==> src/rtl/mdio_pkg.sv <==
package mdio_pkg;
  localparam int RANGE_W = 2;
  localparam int DATA_W  = 16;
  localparam int REG_W   = 5;

  localparam int CMD_GO   = 0;
  localparam int CMD_WR   = 1;
  localparam int CMD_EXT  = 2;
  localparam int CMD_RNG  = 3;
  localparam int CMD_REG  = 8;

  localparam logic [REG_W-1:0]  IND_CTRL_REG = 5'h0D;
  localparam logic [REG_W-1:0]  IND_DATA_REG = 5'h0E;
  localparam logic [DATA_W-1:0] IND_FN_ADDR  = 16'h001F;
  localparam logic [DATA_W-1:0] IND_FN_DATA  = 16'h401F;

  typedef enum logic {SEQ_IDLE, SEQ_RUN} seq_state_t;
endpackage

==> src/rtl/mdio_clkgen.sv <==
module mdio_clkgen #(
  parameter int RANGE_W   = 2,
  parameter int BASE_HALF = 4
) (
  input  logic               clk,
  input  logic               rst_n,
  input  logic               run,
  input  logic [RANGE_W-1:0] range_sel,
  output logic               mdc,
  output logic               rise_en,
  output logic               fall_en
);
  localparam int MAX_HALF = BASE_HALF << ((1 << RANGE_W) - 1);
  localparam int CNT_W    = $clog2(MAX_HALF) + 1;

  logic [CNT_W-1:0] cnt_q, cnt_d, lim;
  logic             mdc_q, mdc_d, tick;

  always_comb begin
    lim   = CNT_W'((BASE_HALF << range_sel) - 1);
    tick  = run && (cnt_q == lim);
    cnt_d = cnt_q;
    mdc_d = mdc_q;
    if (!run) begin
      cnt_d = '0;
      mdc_d = 1'b0;
    end else if (tick) begin
      cnt_d = '0;
      mdc_d = !mdc_q;
    end else begin
      cnt_d = cnt_q + 1'b1;
    end
  end

  always_ff @(posedge clk or negedge rst_n) begin
    if (!rst_n) begin
      cnt_q <= '0;
      mdc_q <= 1'b0;
    end else begin
      cnt_q <= cnt_d;
      mdc_q <= mdc_d;
    end
  end

  assign mdc     = mdc_q;
  assign rise_en = tick && !mdc_q;
  assign fall_en = tick && mdc_q;
endmodule

==> src/rtl/mdio_frame.sv <==
module mdio_frame
  import mdio_pkg::*;
#(
  parameter int PRE_W = 32
) (
  input  logic              clk,
  input  logic              rst_n,
  input  logic              start,
  input  logic              rd,
  input  logic [REG_W-1:0]  phy_addr,
  input  logic [REG_W-1:0]  reg_num,
  input  logic [DATA_W-1:0] wdata,
  input  logic              rise_en,
  input  logic              fall_en,
  input  logic              mdio_i,
  output logic              active,
  output logic              mdio_o,
  output logic              mdio_oe,
  output logic              done,
  output logic [DATA_W-1:0] rdata
);
  localparam int FRAME_LEN = PRE_W + 32;
  localparam int IDX_W     = $clog2(FRAME_LEN);
  localparam logic [IDX_W-1:0] LAST_IDX = IDX_W'(FRAME_LEN - 1);
  localparam logic [IDX_W-1:0] TA_IDX   = IDX_W'(FRAME_LEN - DATA_W - 2);
  localparam logic [IDX_W-1:0] DAT_IDX  = IDX_W'(FRAME_LEN - DATA_W);

  logic                 active_q, active_d, rd_q, rd_d;
  logic [IDX_W-1:0]     idx_q, idx_d;
  logic [FRAME_LEN-1:0] sh_q, sh_d;
  logic [DATA_W-1:0]    rsh_q, rsh_d;

  assign done = active_q && fall_en && (idx_q == LAST_IDX);

  always_comb begin
    active_d = active_q;
    rd_d     = rd_q;
    idx_d    = idx_q;
    sh_d     = sh_q;
    rsh_d    = rsh_q;
    if (start && !active_q) begin
      active_d = 1'b1;
      rd_d     = rd;
      idx_d    = '0;
      sh_d     = {{PRE_W{1'b1}}, 2'b01, (rd ? 2'b10 : 2'b01), phy_addr, reg_num,
                  2'b10, (rd ? {DATA_W{1'b0}} : wdata)};
    end else if (active_q) begin
      if (rise_en && rd_q && (idx_q >= DAT_IDX))
        rsh_d = {rsh_q[DATA_W-2:0], mdio_i};
      if (fall_en) begin
        if (idx_q == LAST_IDX) begin
          active_d = 1'b0;
        end else begin
          idx_d = idx_q + 1'b1;
          sh_d  = {sh_q[FRAME_LEN-2:0], 1'b0};
        end
      end
    end
  end

  always_ff @(posedge clk or negedge rst_n) begin
    if (!rst_n) begin
      active_q <= 1'b0;
      rd_q     <= 1'b0;
      idx_q    <= '0;
      sh_q     <= '0;
      rsh_q    <= '0;
    end else begin
      active_q <= active_d;
      rd_q     <= rd_d;
      idx_q    <= idx_d;
      sh_q     <= sh_d;
      rsh_q    <= rsh_d;
    end
  end

  assign active  = active_q;
  assign mdio_o  = sh_q[FRAME_LEN-1];
  assign mdio_oe = active_q && !(rd_q && (idx_q >= TA_IDX));
  assign rdata   = rsh_q;
endmodule

==> src/rtl/mdio_ext_seq.sv <==
module mdio_ext_seq
  import mdio_pkg::*;
(
  input  logic              clk,
  input  logic              rst_n,
  input  logic              go,
  input  logic              ext,
  input  logic              cmd_wr,
  input  logic [REG_W-1:0]  cmd_reg,
  input  logic [DATA_W-1:0] tgt,
  input  logic [DATA_W-1:0] wdata,
  input  logic              frame_done,
  output logic              busy,
  output logic              frame_start,
  output logic              f_rd,
  output logic [REG_W-1:0]  f_reg,
  output logic [DATA_W-1:0] f_data,
  output logic              fin
);
  seq_state_t state_q, state_d;
  logic [1:0] step_q, step_d;
  logic       start_q, start_d;

  assign fin = (state_q == SEQ_RUN) && frame_done && (!ext || (step_q == 2'd3));

  always_comb begin
    state_d = state_q;
    step_d  = step_q;
    start_d = 1'b0;
    if (state_q == SEQ_IDLE) begin
      if (go) begin
        state_d = SEQ_RUN;
        step_d  = 2'd0;
        start_d = 1'b1;
      end
    end else if (frame_done) begin
      if (fin) begin
        state_d = SEQ_IDLE;
      end else begin
        step_d  = step_q + 1'b1;
        start_d = 1'b1;
      end
    end
  end

  always_ff @(posedge clk or negedge rst_n) begin
    if (!rst_n) begin
      state_q <= SEQ_IDLE;
      step_q  <= 2'd0;
      start_q <= 1'b0;
    end else begin
      state_q <= state_d;
      step_q  <= step_d;
      start_q <= start_d;
    end
  end

  always_comb begin
    if (ext) begin
      f_rd  = 1'b0;
      f_reg = step_q[0] ? IND_DATA_REG : IND_CTRL_REG;
      case (step_q)
        2'd0:    f_data = IND_FN_ADDR;
        2'd1:    f_data = tgt;
        2'd2:    f_data = IND_FN_DATA;
        default: f_data = wdata;
      endcase
    end else begin
      f_rd   = !cmd_wr;
      f_reg  = cmd_reg;
      f_data = wdata;
    end
  end

  assign busy        = (state_q == SEQ_RUN);
  assign frame_start = start_q;
endmodule

==> src/rtl/mdio_mgmt_master.sv <==
module mdio_mgmt_master
  import mdio_pkg::*;
#(
  parameter logic [4:0] PHY_ADDR  = 5'h01,
  parameter int         BASE_HALF = 4,
  parameter int         PRE_W     = 32
) (
  input  logic        clk,
  input  logic        rst_n,
  input  logic        reg_wr,
  input  logic        reg_sel,
  input  logic [31:0] reg_wdata,
  input  logic        reg_rsel,
  output logic [31:0] reg_rdata,
  output logic        mdc,
  output logic        mdio_o,
  output logic        mdio_oe,
  input  logic        mdio_i
);
  logic [1:0] rs_q;
  logic       rst_i;

  always_ff @(posedge clk or negedge rst_n) begin
    if (!rst_n) rs_q <= 2'b00;
    else        rs_q <= {rs_q[0], 1'b1};
  end
  assign rst_i = rs_q[1];

  logic               wr_q, wr_d, ext_q, ext_d;
  logic [RANGE_W-1:0] rng_q, rng_d;
  logic [REG_W-1:0]   reg_q, reg_d;
  logic [DATA_W-1:0]  data_q, data_d, tgt_q, tgt_d;
  logic               busy, host_ok, go, fin, f_start, f_rd, f_active, f_done;
  logic               rise_en, fall_en;
  logic [REG_W-1:0]   f_reg;
  logic [DATA_W-1:0]  f_data, f_rdata;
  logic               unused_bits;

  assign unused_bits = ^{reg_wdata[31:16], reg_wdata[7:5]};
  assign host_ok     = reg_wr && !busy;
  assign go          = host_ok && !reg_sel && reg_wdata[CMD_GO];

  always_comb begin
    wr_d   = wr_q;
    ext_d  = ext_q;
    rng_d  = rng_q;
    reg_d  = reg_q;
    data_d = data_q;
    tgt_d  = tgt_q;
    if (host_ok && !reg_sel) begin
      wr_d  = reg_wdata[CMD_WR];
      ext_d = reg_wdata[CMD_EXT];
      rng_d = reg_wdata[CMD_RNG +: RANGE_W];
      reg_d = reg_wdata[CMD_REG +: REG_W];
    end else if (host_ok && reg_sel) begin
      data_d = reg_wdata[DATA_W-1:0];
      tgt_d  = reg_wdata[2*DATA_W-1:DATA_W];
    end else if (fin && !ext_q && !wr_q) begin
      data_d = f_rdata;
    end
  end

  always_ff @(posedge clk or negedge rst_i) begin
    if (!rst_i) begin
      wr_q   <= 1'b0;
      ext_q  <= 1'b0;
      rng_q  <= '0;
      reg_q  <= '0;
      data_q <= '0;
      tgt_q  <= '0;
    end else begin
      wr_q   <= wr_d;
      ext_q  <= ext_d;
      rng_q  <= rng_d;
      reg_q  <= reg_d;
      data_q <= data_d;
      tgt_q  <= tgt_d;
    end
  end

  assign reg_rdata = reg_rsel ? {tgt_q, data_q}
                              : {16'h0, 3'b000, reg_q, 3'b000, rng_q, ext_q, wr_q, busy};

  mdio_ext_seq u_seq (
    .clk(clk), .rst_n(rst_i), .go(go), .ext(ext_q), .cmd_wr(wr_q), .cmd_reg(reg_q),
    .tgt(tgt_q), .wdata(data_q), .frame_done(f_done), .busy(busy),
    .frame_start(f_start), .f_rd(f_rd), .f_reg(f_reg), .f_data(f_data), .fin(fin)
  );

  mdio_clkgen #(.RANGE_W(RANGE_W), .BASE_HALF(BASE_HALF)) u_clk (
    .clk(clk), .rst_n(rst_i), .run(f_active), .range_sel(rng_q),
    .mdc(mdc), .rise_en(rise_en), .fall_en(fall_en)
  );

  mdio_frame #(.PRE_W(PRE_W)) u_frame (
    .clk(clk), .rst_n(rst_i), .start(f_start), .rd(f_rd), .phy_addr(PHY_ADDR),
    .reg_num(f_reg), .wdata(f_data), .rise_en(rise_en), .fall_en(fall_en),
    .mdio_i(mdio_i), .active(f_active), .mdio_o(mdio_o), .mdio_oe(mdio_oe),
    .done(f_done), .rdata(f_rdata)
  );

  AST_START_WHEN_IDLE: assert property (@(posedge clk) disable iff (!rst_i)
    f_start |-> !f_active);
  AST_BUSY_COVERS_WIRE: assert property (@(posedge clk) disable iff (!rst_i)
    f_active |-> busy);
  AST_CMD_HELD_BUSY: assert property (@(posedge clk) disable iff (!rst_i)
    (busy && reg_wr) |=> ($stable(reg_q) && $stable(wr_q) && $stable(ext_q) && $stable(rng_q) && $stable(tgt_q)));
  AST_DATA_HELD_BUSY: assert property (@(posedge clk) disable iff (!rst_i)
    (busy && $past(busy)) |-> $stable(data_q));
  AST_MDC_IDLE_LOW: assert property (@(posedge clk) disable iff (!rst_i)
    !f_active |-> !mdc);
  AST_MDIO_STABLE_AT_RISE: assert property (@(posedge clk) disable iff (!rst_i)
    $rose(mdc) |-> $stable(mdio_o));
endmodule

==> config.mk <==
export PLATFORM = sky130hd
export DESIGN_NAME = mdio_mgmt_master
export DESIGN_NICKNAME = d
export VERILOG_FILES = /design/src/rtl/mdio_pkg.sv /design/src/rtl/mdio_clkgen.sv /design/src/rtl/mdio_frame.sv /design/src/rtl/mdio_ext_seq.sv /design/src/rtl/mdio_mgmt_master.sv
export SDC_FILE = /design/constraint.sdc
export NUM_CORES = 1
export LEC_CHECK = 0
export CELL_PAD_IN_SITES_DETAIL_PLACEMENT = 1
export CELL_PAD_IN_SITES_GLOBAL_PLACEMENT = 1
export CORE_MARGIN = 2
export CORE_UTILIZATION = 54
export CTS_CLUSTER_SIZE = 10
export DETAILED_ROUTE_END_ITERATION = 8
export DONT_BUFFER_PORTS = 1
export PLACE_DENSITY_LB_ADDON = 0.1
export SYNTH_ARGS = -nofsm -noshare
export SYNTH_HDL_FRONTEND = slang
export SYNTH_HIERARCHICAL = 1
export SYNTH_SLANG_ARGS = --single-unit
==> constraint.sdc <==
create_clock -name clk -period 8.6 [get_ports clk]
set_input_delay 0.86 -clock clk [delete_from_list [all_inputs] [get_ports clk]]
set_output_delay 0.86 -clock clk [all_outputs]
set_load 0.03 [all_outputs]
Word level (Yosys, flattened, before mapping)
Index checks and enable logic that the tools add are counted.
Widths: inputs -> output; s select.
- bits in registers: 142
- bits of input ports: 38
- logic and storage cells: 107
- $add $sub $neg: 4
- order comparisons: 2
- equal/unequal tests: 9
- shift-type cells: 1
- multiplexer cells: 36
- bitwise gates (word level): 2
- reductions and logical operators: 36
- operator list (kind ; number):
    $mux 64 ; 4
    $mux 16 ; 4
    $pmux 16 s3 ; 1
    $mux 6 ; 6
    $mux 32 ; 1
    $logic_and 1x1->1 ; 18
    $mux 1 ; 13
    $add 6x1->6 const B ; 2
    $ge 6x6->1 const B ; 2
    $mux 2 ; 6
    $reduce_and 3->1 ; 3
    $reduce_bool 2->1 ; 4
    $logic_not 1->1 ; 7
    $eq 6x6->1 ; 1
    $eq 6x6->1 const B ; 1
    $shl 3x2->6 const A ; 1
    $sub 6x2->6 const B ; 1
    $mux 5 ; 1
    $eq 2x2->1 const B ; 2
    $ne 2x1->1 const B ; 2
    $ne 2x2->1 const B ; 2
    $reduce_and 2->1 ; 2
    $add 2x1->2 const B ; 1
    $eq 2x1->1 const B ; 1
    3 further kinds ; 4

Longest topological paths before layout
Gate-level depths: netlist of run 1.
- word-level depth: 13
- gate-level depth with buffers: 13

Cells and area by module
Netlist of run 1, hierarchy kept.
- modules (own cells, without submodules) (module ; times used ; cells each ; area each (µm²) ; seq. area each (µm²)):
    mdio_frame ; 1 ; 394 ; 4156.5 ; 2202.1
    mdio_mgmt_master ; 1 ; 182 ; 2119.5 ; 1076.0
    mdio_ext_seq ; 1 ; 84 ; 611.8 ; 100.1
    mdio_clkgen ; 1 ; 39 ; 431.7 ; 175.2

Worst setup path before layout of run 1
OpenSTA, ideal clock, no wires.
- path type: register -> register
- start point: register u_clk.cnt_q[0]
- end point: register data_q[0]
- data arrival time: 2.796 ns
- required time: 8.506 ns
- setup slack: 5.710 ns
- cell stages (with the launch flop): 14
- path buffers: 2
- clock period less this slack: 2.890 ns
- cells stage by stage: dfrtp_1 -> ha_1 -> and2b_1 -> o21ai_4 -> nor3_1 -> and3_1 -> nand2_2 -> clkbuf_1 -> nor2_1 -> and3_4 -> nand2b_1 -> o31a_4 -> buf_6 -> a221oi_2
- longest elaborated chain between the ends: 11
- RTL lines (what ; line ; text):
    start: declaration ; mdio_clkgen.sv:16 ; logic [CNT_W-1:0] cnt_q, cnt_d, lim;
    start signal: assignment ; mdio_clkgen.sv:40 ; cnt_q <= cnt_d;
    $eq 6x6->1 ; mdio_clkgen.sv:21 ; tick = run && (cnt_q == lim);
    $logic_and 1x1->1 ; mdio_clkgen.sv:21 ;
    $logic_and 1x1->1 ; mdio_clkgen.sv:47 ; assign fall_en = tick && mdc_q;
    net fall_en ; mdio_mgmt_master.sv:34 ; logic rise_en, fall_en;
    $logic_and 1x1->1 (2 in a row) ; mdio_frame.sv:33 ; assign done = active_q && fall_en && (idx_q == LAST_IDX);
    net f_done ; mdio_mgmt_master.sv:33 ; logic busy, host_ok, go, fin, f_start, f_rd, f_active, f_done;
    $logic_and 1x1->1 (2 in a row) ; mdio_ext_seq.sv:24 ; assign fin = (state_q == SEQ_RUN) && frame_done && (!ext || (step_q == 2'd3));
    net fin ; mdio_mgmt_master.sv:33 ;
    $logic_and 1x1->1 (2 in a row) ; mdio_mgmt_master.sv:58 ; end else if (fin && !ext_q && !wr_q) begin
    $reduce_bool 2->1 (no source line) ; -- ;
    $reduce_and 2->1 (no source line) ; -- ;
    end signal: assignment ; mdio_mgmt_master.sv:76 ; data_q <= data_d;
    end: declaration ; mdio_mgmt_master.sv:32 ; logic [DATA_W-1:0] data_q, data_d, tgt_q, tgt_d;
The timed path passes the listed nets, and every way through them passes these cells.
A chain may end at the register's enable or synchronous reset.

Final worst setup path of run 1
- start point: register u_clk.cnt_q[0]
- end point: register data_q[8]
Same word-level chain as after synthesis.

==> results.yml, run 1 <==
outcome:
  outcome: "finished, final reports clean"
worst_setup_path:
  crit_chain: "ha_1 -> and2b_1 -> o21ai_4 -> nor3_1 -> and3_1 -> nand2_2 -> nor2_1 -> and3_4 -> nand2b_1 -> o31a_4 -> a221oi_1"
  slowest_delay_ps: 400
  r2r-end: "data_q[8]$_DFFE_PN0P_"
  startpoint_type: "register"
  worst-path-buf-inv: 0
  path_delay_family: "simple AND/OR/NAND/NOR gates"
  cp.arrival_ps: 3550
  slowest_stage: "o31a_4"
  rr_startpoint: "u_clk/cnt_q[0]$_DFF_PN0_"
  critPathLaunch: "u_clk/cnt_q[0]$_DFF_PN0_"
  reg2reg_slack_ps: 5350
  crit_required_ps: 8900
  end_kind: "register"
  critPathKind: "register to register"
  r2r_cells: 11
  worstPathMaxFanout: 19
yosys:
  synth-simple-area-share_pct: 14.38
  ys_ff_latch: 142
  avgSynthCellArea_um2: 10.47
  ys_seq_area_share_pct: 48.55
  synth-compound-area-share_pct: 19.64
  yosys_warnings: 6
  synth_top_family_by_area: "compound AO/OA/AOI/OAI gates"
  synth_fa_ha_area_share_pct: 1.026
  async_flop_share_pct: 100.0
  syn-cell-area_um2: 7320
  synthMuxAreaShare_pct: 8.855
  synth_xor_area_share_pct: 0.4786
  ys.flop_type: "dfrtp_1"
  synth_edf_count: 0
  synth_cell_types: 66
  synthCells: 699
route:
  via_count: 5190
  wl_mm: 17.97
  drt_iter0_drc: 242
  drt_first_pass_iters: 4
  ant_nets: 0
  drc: 0
  vias_per_cell: 6.007
  wl_per_cell_um: 20.80
cts:
  cts_sinks: 142
  cts.path.max_buffers: 2
  cts.clk_slew.worst_paths_ps: 60
  clk_latency_ps: 420
  postCtsSetupRepairBufs: 0
  htreeDepth: 4
  clockRootBuffer: "clkbuf_16"
  cts_tree: "yes"
  cts_resized: 0
  numCtsBuffers: 17
  cts_hold_buf: 0
sta:
  rsz0062_at_grt: "false"
  period_needed_ps: 3247
  period_share_pct: 37.76
  finalWorstSetupSlack_ps: 5353
  fmax_mhz: 308.0
  slew_viol_final: 0
  finClkSkew_ps: 7.292
  fin_tns_setup_ps: 0
  tightestPinTransition_ps: 1092
  slew_headroom_pct: 27.04
  finalHoldViolations: 0
  setup_viol: 0
layout:
  n_antenna_cell: 0
  nets: 719
  drive_above_1_share_pct: 20.20
  areaGrowthSynthToFinish_pct: 6.974
  fin_area_um2: 7830
  utilization_pct: 59.13
grt:
  grt_use_met3_pct: 5.991
  grt_pass1_wl_mm: 29.79
  first_global_vias: 5604
  grtUsageTotal_pct: 26.46
  busiest_layer: "met2"
  gr-total-overflow: 0
  met1_usage_pct: 34.46
  antenna_found_initial: 0
  met2_usage_pct: 44.17
  grt_max_degree: 73
power:
  power.density_nw_per_um2: 321.8
  p_leak_nw: 3.268
  ir_drop_v: 0.0001731
place:
  io_buffer_count: 0
  place_area_um2: 7292
  hpwl_mm: 11.51
  pre_cts_ws_ps: 5355
  place_congestion: 0.8201
floorplan:
  ioPinCount: 73
  row_count: 42
  core_region_area_um2: 13240
  die_y_um: 120.4
  floorplan.initialDensity_pct: 55.27
  die_w_um: 120.4
  dieArea_um2: 14500
flow_run:
  cap_viol_max_count: 0
hold_path:
  hold_class: "input pin to asynchronous set/reset pin"
[logic make-up after synthesis]
kind of cell | count (synthesis)
multiplexers | 58
flip-flops | 142
AO/OA/AOI/OAI | 177
AND/OR/NAND/NOR | 206
buffers and inverters | 104
other | 2
XOR/XNOR | 4
adder cells (fa/ha/maj) | 6
[metal layers]
| layer | part of all wire [%] | wire, µm |
|---|---|---|
| met5 | 0 | 0 |
| met4 | 1.5 | 277 |
| met1 | 44 | 7942 |
| met3 | 4.1 | 735 |
| met2 | 50 | 9016 |
[cell usage in the layout (no fill, tap or decap), types with 4 or more instances in the layout]
master | Yosys | layout
nand2_1 | 53 | 53
conb_1 | 2 | 6
nand3_1 | 21 | 21
a21oi_1 | 10 | 10
o21ai_1 | 6 | 6
mux2i_1 | 4 | 4
nor2_1 | 63 | 63
clkbuf_16 | 0 | 17
o211ai_1 | 36 | 36
o21ai_2 | 11 | 11
mux2_2 | 54 | 54
a2bb2oi_1 | 15 | 15
clkinv_2 | 0 | 7
nand2b_1 | 4 | 4
inv_1 | 51 | 51
o21ai_0 | 38 | 38
a221oi_1 | 6 | 6
o221ai_1 | 15 | 15
dfrtp_1 | 142 | 141
a221o_1 | 11 | 11
buf_4 | 3 | 6
ha_1 | 6 | 6
a221oi_2 | 10 | 10
and2_1 | 36 | 36
[sequential cells by signal (all words and copies together), names as in the netlist]
signal,cells
u_frame/active,1
ext_q,1
rng_q,2
wr_q,1
u_clk/mdc,1
u_clk/cnt_q,6
rs_q,2
u_seq/frame_start,1
u_seq/busy,1
u_frame/idx_q,6
u_frame/sh_q,64
u_frame/rd_q,1
reg_q,5
tgt_q,16
u_frame/rdata,16
data_q,16
u_seq/step_q,2
[cells in the mapped netlist, types with 11 or more instances]
master | n | area share, %
a221o_1 | 11 | 1.5
inv_1 | 51 | 2.6
nor2_1 | 63 | 3.2
buf_2 | 17 | 1.2
dfrtp_1 | 142 | 49
and2_1 | 36 | 3.1
o211ai_1 | 36 | 3.7
o221ai_1 | 15 | 1.8
clkbuf_1 | 19 | 0.97
a2bb2oi_1 | 15 | 1.8
nand2_1 | 53 | 2.7
o21ai_0 | 38 | 2.6
mux2_2 | 54 | 8.3
nand3_1 | 21 | 1.4
o21ai_2 | 11 | 1.3
[cell type report]
cell class | instances | area, µm²
clock inverter | 11 | 67.56
fill | 1422 | 5413
sequential | 142 | 3557
timing repair buffer | 6 | 45.04
multi-input combinational | 457 | 3278
clock buffer | 21 | 470.5
tap | 176 | 220.2
inverter | 51 | 191.4
[report_power, final]
group	total (mW)	internal [mW]	switching, mW
sequential	1.14	0.909	0.235
clock	0.670	0.388	0.282
combinational	0.706	0.298	0.408
[how the worst max path moves through the flow]
stage,endpoint,slack [ps],cells past startpoint
CTS,data_q[8]$_DFFE_PN0P_,5320,11
floorplan,data_q[0]$_DFFE_PN0P_,4350,0
finish,data_q[8]$_DFFE_PN0P_,5350,11
detailed placement,data_q[7]$_DFFE_PN0P_,5350,11
global placement,data_q[6]$_DFFE_PN0P_,5580,11
global route,data_q[7]$_DFFE_PN0P_,5070,11
[per-stage QoR]
| step | total power, mW | hold slack, ps | instances |
|---|---|---|---|
| final | 2.519 | 133.2 | 864 |
| after global routing | 2.669 | 109.4 | 864 |
| after CTS | 2.537 | 116.4 | 864 |
| after detailed placement | 1.847 | 341.8 | 832 |
| after global placement | 1.789 | 338.0 | 832 |
| after floorplan | 1.689 | 331.2 | 703 |
No activity file was read; power rests on OpenSTA's default activity.
==> run 2: changes to the inputs <==
--- a/config.mk
+++ b/config.mk
@@ -8,7 +8,7 @@
 export CELL_PAD_IN_SITES_DETAIL_PLACEMENT = 1
 export CELL_PAD_IN_SITES_GLOBAL_PLACEMENT = 1
 export CORE_MARGIN = 2
-export CORE_UTILIZATION = 54
+export CORE_UTILIZATION = 46
 export CTS_CLUSTER_SIZE = 10
 export DETAILED_ROUTE_END_ITERATION = 8
 export DONT_BUFFER_PORTS = 1
==> constraint.sdc (replaced) <==
create_clock -name clk -period 2.8 [get_ports clk]
set_input_delay 0.28 -clock clk [delete_from_list [all_inputs] [get_ports clk]]
set_output_delay 0.28 -clock clk [all_outputs]
set_load 0.03 [all_outputs]
==> results.yml, run 2 (synthesis results as in run 1) <==
outcome:
  outcome: "finished, final reports clean"
worst_setup_path:
  slowest_stage: "o31a_4"
  critPathMostFrequentCell: "and3_4"
  cp.arrival_ps: 2910
  worstPathMaxFanout: 8
  crit_chain: "ha_2 -> and2b_1 -> o21ai_4 -> nor3_2 -> and3_4 -> nand2_2 -> nor2_4 -> and3_4 -> nand2b_2 -> o31a_4 -> a221oi_1"
  startpoint_type: "register"
  end_kind: "register"
  crit_required_ps: 3130
  critPathKind: "register to register"
  slowest_delay_ps: 420
sta:
  slew_headroom_pct: 42.14
  fmax_mhz: 386.4
  tightestPinTransition_ps: 867.9
  slew_viol_final: 0
  finClkSkew_ps: 16.75
  rsz0062_at_grt: "false"
  finalHoldViolations: 0
  period_needed_ps: 2588
  setup_viol: 0
  period_share_pct: 92.43
  fin_tns_setup_ps: 0
layout:
  areaGrowthSynthToFinish_pct: 14.46
  nets: 763
  utilization_pct: 53.32
  final_cell_mix: "dfrtp_1, nor2_1, mux2_2"
  fin_area_um2: 8378
  largest_register_ffs: 64
  drive_above_1_share_pct: 22.68
  n_antenna_cell: 0
  top_register: "u_frame/sh_q"
  fill_cells: 1711
  layout_commonest_cell: "dfrtp_1"
route:
  via_count: 5354
  drt_first_pass_iters: 5
  wl_mm: 18.94
  vias_per_cell: 5.648
  wl_per_cell_um: 19.98
  drt_iter0_drc: 246
  ant_nets: 0
  drc: 0
power:
  sw_frac_of_total_pct: 36.94
  ir_drop_v: 0.0004768
  p_leak_nw: 3.500
  intPower_mw: 4.999
  combPwrFrac_pct: 28.6
  netSwitchingPower_mw: 2.928
  power.density_nw_per_um2: 946.1
  p_clk_share_pct: 27.3
  p_seq_share_pct: 44.1
  power.total_mw: 7.927
floorplan:
  core_region_area_um2: 15710
  dieArea_um2: 16940
  die_w_um: 130.1
  die_y_um: 130.1
  floorplan.initialDensity_pct: 46.58
  ioPinCount: 73
  row_count: 46
cts:
  cts_sinks: 142
  clk_latency_ps: 430
  cts.clk_slew.worst_paths_ps: 60
  clockRootBuffer: "clkbuf_16"
  htreeDepth: 4
  cts.path.max_buffers: 2
  numCtsBuffers: 17
  cts_tree: "yes"
place:
  place_congestion: 0.8207
  hpwl_mm: 12.34
  place_area_um2: 7497
  io_buffer_count: 0
hold_path:
  hold_class: "input pin to register"
grt:
  gr-total-overflow: 0
  grtUsageTotal_pct: 23.90
  antenna_found_initial: 0
  first_global_vias: 5818
  grt_pass1_wl_mm: 31.09
  grt_max_degree: 57
flow_run:
  cap_viol_max_count: 0
run 2: cell count changes in the layout (fill, tap and decap cells not counted), sizes merged, moves of 3 or more:
cell | previous run | this run
inv | 51 | 55
clkbuf | 21 | 17
buf | 6 | 23
dlygate4sd3 | 0 | 26
clkinvlp | 2 | 5
clkinv | 9 | 5
run 2: stage by stage:
| stage | cells | hold slack (ps) | worst slack [ps] |
|---|---|---|---|
| 2_1_floorplan | 703 | -15.59 | 1.337 |
| 3_3_place_gp | 889 | -15.54 | 174.2 |
| 3_5_place_dp | 889 | -15.54 | 124.1 |
| 4_1_cts | 945 | 2.034 | 90.34 |
| 5_1_grt | 948 | 6.997 | 47.47 |
| 6_report | 948 | 14.74 | 211.9 |
run 2: path summary, 6_finish.rpt:
check | slack (ps) | depth (start not counted) | from | end
setup / recovery | 210 | 11 | u_clk/cnt_q[0]$_DFF_PN0_ | data_q[6]$_DFFE_PN0P_
hold / removal | 10 | 1 | reg_wdata[30] | tgt_q[14]$_DFFE_PN0P_
hold reg to reg | 280 | 0 | rs_q[1]$_DFF_PN0_ | u_frame/sh_q[63]$_DFFE_PN0P_
max in group asynchronous | 1720 | 1 | rs_q[1]$_DFF_PN0_ | u_frame/sh_q[34]$_DFFE_PN0P_
min in group asynchronous | 80 | 1 | rst_n | rs_q[1]$_DFF_PN0_
setup reg to reg | 210 | 11 | u_clk/cnt_q[0]$_DFF_PN0_ | data_q[6]$_DFFE_PN0P_
run 2: area by class of cell:
type	instances	area [µm²]	area share, %
Clock inverter	15	138.9	1.658
Tap cell	216	270.3	3.226
Sequential cell	142	3557	42.46
Clock buffer	17	425.4	5.078
Timing Repair Buffer	49	457.9	5.466
Inverter	51	191.4	2.285
Multi-Input combinational cell	458	3337	39.83
run 2: what timing repair did:
item	in CTS	in global routing
gates resized for setup	0	9
hold endpoints to repair	25	2
endpoints found under the setup margin	0	16
hold buffers	24	2
buffers inserted	0	0
run 2: layer usage:
metal  vias to the layer above  GRT usage, %  wire (µm)
met1                      2742         29.67       8224
met3                        23         5.904        692
met4                         0         7.337        310
li1                       2500             -          -
met5                         -             0          0
met2                        89         41.30       9713
run 2: critical path, delay by kind of cell, from the launching register on:
family,cells,cell delay (ps)
AO/OA/AOI/OAI,3,780
AND/OR/NAND/NOR,7,1120
adder cells (fa/ha/maj),1,210
flip-flops,1,380
run 2: power by group through the flow:
stage          clock network [mW]  registers (mW)  logic, mW
2_1_floorplan                   0            3.27       1.92
3_3_place_gp                    0            3.47       2.10
3_5_place_dp                    0            3.52       2.21
4_1_cts                      2.22            3.49       2.26
5_1_grt                      2.30            3.59       2.53
6_report                     2.16            3.50       2.27
==> run 3: changes to the inputs <==
--- a/config.mk
+++ b/config.mk
@@ -7,8 +7,9 @@
 export LEC_CHECK = 0
 export CELL_PAD_IN_SITES_DETAIL_PLACEMENT = 1
 export CELL_PAD_IN_SITES_GLOBAL_PLACEMENT = 1
-export CORE_MARGIN = 2
+export CORE_MARGIN = 4
 export CORE_UTILIZATION = 46
+export CTS_CLUSTER_DIAMETER = 120
 export CTS_CLUSTER_SIZE = 10
 export DETAILED_ROUTE_END_ITERATION = 8
 export DONT_BUFFER_PORTS = 1
==> results.yml, run 3 (synthesis results as in run 1) <==
cts:
  clk_latency_ps: 420
  numCtsBuffers: 17
  postCtsSetupRepairBufs: 0
  clockRootBuffer: "clkbuf_16"
  cts_sinks: 142
  cts_tree: "yes"
  cts.clk_slew.worst_paths_ps: 60
  htreeDepth: 4
  cts.path.max_buffers: 2
layout:
  regArea_um2: 3557
  fill_cells: 1644
  drive_above_1_share_pct: 22.31
  areaGrowthSynthToFinish_pct: 14.87
  top_register: "u_frame/sh_q"
  final_cell_mix: "dfrtp_1, nor2_1, mux2_2"
  stdcell_count: 946
  nets: 766
  largest_register_ffs: 64
  layout_commonest_cell: "dfrtp_1"
  n_antenna_cell: 0
  multi_input_area_um2: 3323
sta:
  slew_headroom_pct: 46.44
  finalHoldViolations: 0
  fin_tns_setup_ps: 0
  period_needed_ps: 2678
  fmax_mhz: 373.4
  period_share_pct: 95.63
  slew_viol_final: 0
  setup_viol: 0
  finClkSkew_ps: 9.449
  tightestPinTransition_ps: 803.4
power:
  combPwrFrac_pct: 27.8
  p_leak_nw: 3.534
  ir_drop_v: 0.0004514
  p_seq_share_pct: 43.8
  sw_frac_of_total_pct: 35.94
  intPower_mw: 5.134
  netSwitchingPower_mw: 2.880
  power.density_nw_per_um2: 953.1
  p_clk_share_pct: 28.4
grt:
  grt_pass1_wl_mm: 31.68
  first_global_vias: 5956
  grt_max_degree: 44
  antenna_found_initial: 0
  grtUsageTotal_pct: 22.23
  gr-total-overflow: 0
worst_setup_path:
  end_kind: "register"
  rr_startpoint: "u_clk/cnt_q[0]$_DFF_PN0_"
  startpoint_type: "register"
  r2r_cells: 11
  reg2reg_slack_ps: 120
  crit_required_ps: 3120
  cp.arrival_ps: 3000
  critPathKind: "register to register"
  r2r-end: "data_q[4]$_DFFE_PN0P_"
  worstPathMaxFanout: 8
floorplan:
  die_w_um: 134.1
  core_region_area_um2: 15370
  ioPinCount: 73
  die_y_um: 134.1
  dieArea_um2: 17990
  row_count: 45
  floorplan.initialDensity_pct: 47.62
route:
  ant_nets: 0
  wl_per_cell_um: 20.15
  drc: 0
  drt_iter0_drc: 214
  via_count: 5402
  vias_per_cell: 5.710
  drt_first_pass_iters: 4
  wl_mm: 19.07
flow_run:
  cap_viol_max_count: 0
outcome:
  outcome: "finished, final reports clean"
place:
  place_congestion: 0.8294
  io_buffer_count: 0
  dp_cells: 887
  hpwl_mm: 12.47
hold_path:
  hold_class: "input pin to register"
  min_path_cells: 1
  min_to: "reg_q[1]$_DFFE_PN0P_"
  hold_start: "reg_wdata[9]"
-- run 3: cell count changes in the layout (fill, tap and decap cells not counted), moves of 2 or more --
| cell | previous run | this run |
|---|---|---|
| buf_4 | 21 | 24 |
| inv_6 | 4 | 2 |
| clkbuf_8 | 0 | 2 |
| clkbuf_1 | 0 | 2 |
| clkinvlp_4 | 5 | 3 |
-- run 3: metrics by stage --
stage	worst slack (ps)	total power [mW]	util [%]	cell area, µm²	hold slack, ps
CTS	72.19	8.083	54.40	8362	0.2064
finish	122.2	8.014	54.70	8408	15.73
global placement	191.5	5.571	48.88	7513	-15.53
detailed placement	93.24	5.726	48.88	7513	-15.53
global route	-34.85	8.522	54.70	8408	3.816
floorplan	1.337	5.188	-	7340	-15.59
-- run 3: power by group through the flow --
stage | registers, mW | clock network, mW | logic [mW]
after floorplan | 3.27 | 0 | 1.92
after global placement | 3.48 | 0 | 2.09
after detailed placement | 3.53 | 0 | 2.19
after CTS | 3.51 | 2.33 | 2.24
after global routing | 3.62 | 2.43 | 2.48
final | 3.51 | 2.28 | 2.23
-- run 3: routing by layer --
layer / global-route usage [%] / wire length, µm / vias to the layer above
met4: 7.636 / 364 / 0
met5: 0 / 0 / -
li1: - / - / 2508
met2: 38.07 / 9806 / 111
met3: 5.889 / 832 / 20
met1: 27.31 / 8063 / 2763
-- run 3: worst max path at each step --
stage                             startpoint                endpoint  slack [ps]  cells after the start
floorplan           u_clk/cnt_q[0]$_DFF_PN0_   data_q[0]$_DFFE_PN0P_           1                     13
global placement    u_clk/cnt_q[0]$_DFF_PN0_   data_q[6]$_DFFE_PN0P_         190                     11
detailed placement  u_clk/cnt_q[0]$_DFF_PN0_   data_q[6]$_DFFE_PN0P_          90                     11
CTS                 u_clk/cnt_q[0]$_DFF_PN0_  data_q[10]$_DFFE_PN0P_          70                     11
global route        u_clk/cnt_q[0]$_DFF_PN0_   data_q[5]$_DFFE_PN0P_         -30                     11
finish              u_clk/cnt_q[0]$_DFF_PN0_   data_q[4]$_DFFE_PN0P_         120                     11
-- run 3: layout make-up --
class | count | share of cell area (%)
tap | 211 | 3.140
inverter | 51 | 2.277
sequential | 142 | 42.31
multi-input combinational | 458 | 39.52
clock buffer | 21 | 5.476
timing repair buffer | 52 | 5.714
clock inverter | 11 | 1.563
-- run 3: worst max-delay path: stages (launching register included) --
cell and delay, ps:
dfrtp_1 380, ha_2 210, and2b_1 170, o21ai_4 100, nor3_2 180, and3_1 210
nand2_2 90, nor2_4 160, and3_4 200, nand2b_1 170, o31a_4 460, a221oi_2 250
-- run 3: timing repair --
action / CTS / global route
gates cloned: 0 / 1
resized for setup: 1 / 5
hold buffers: 25 / 1
pin swaps: 0 / 1
hold endpoints to repair: 26 / 1
endpoints found under the setup margin: 1 / 16
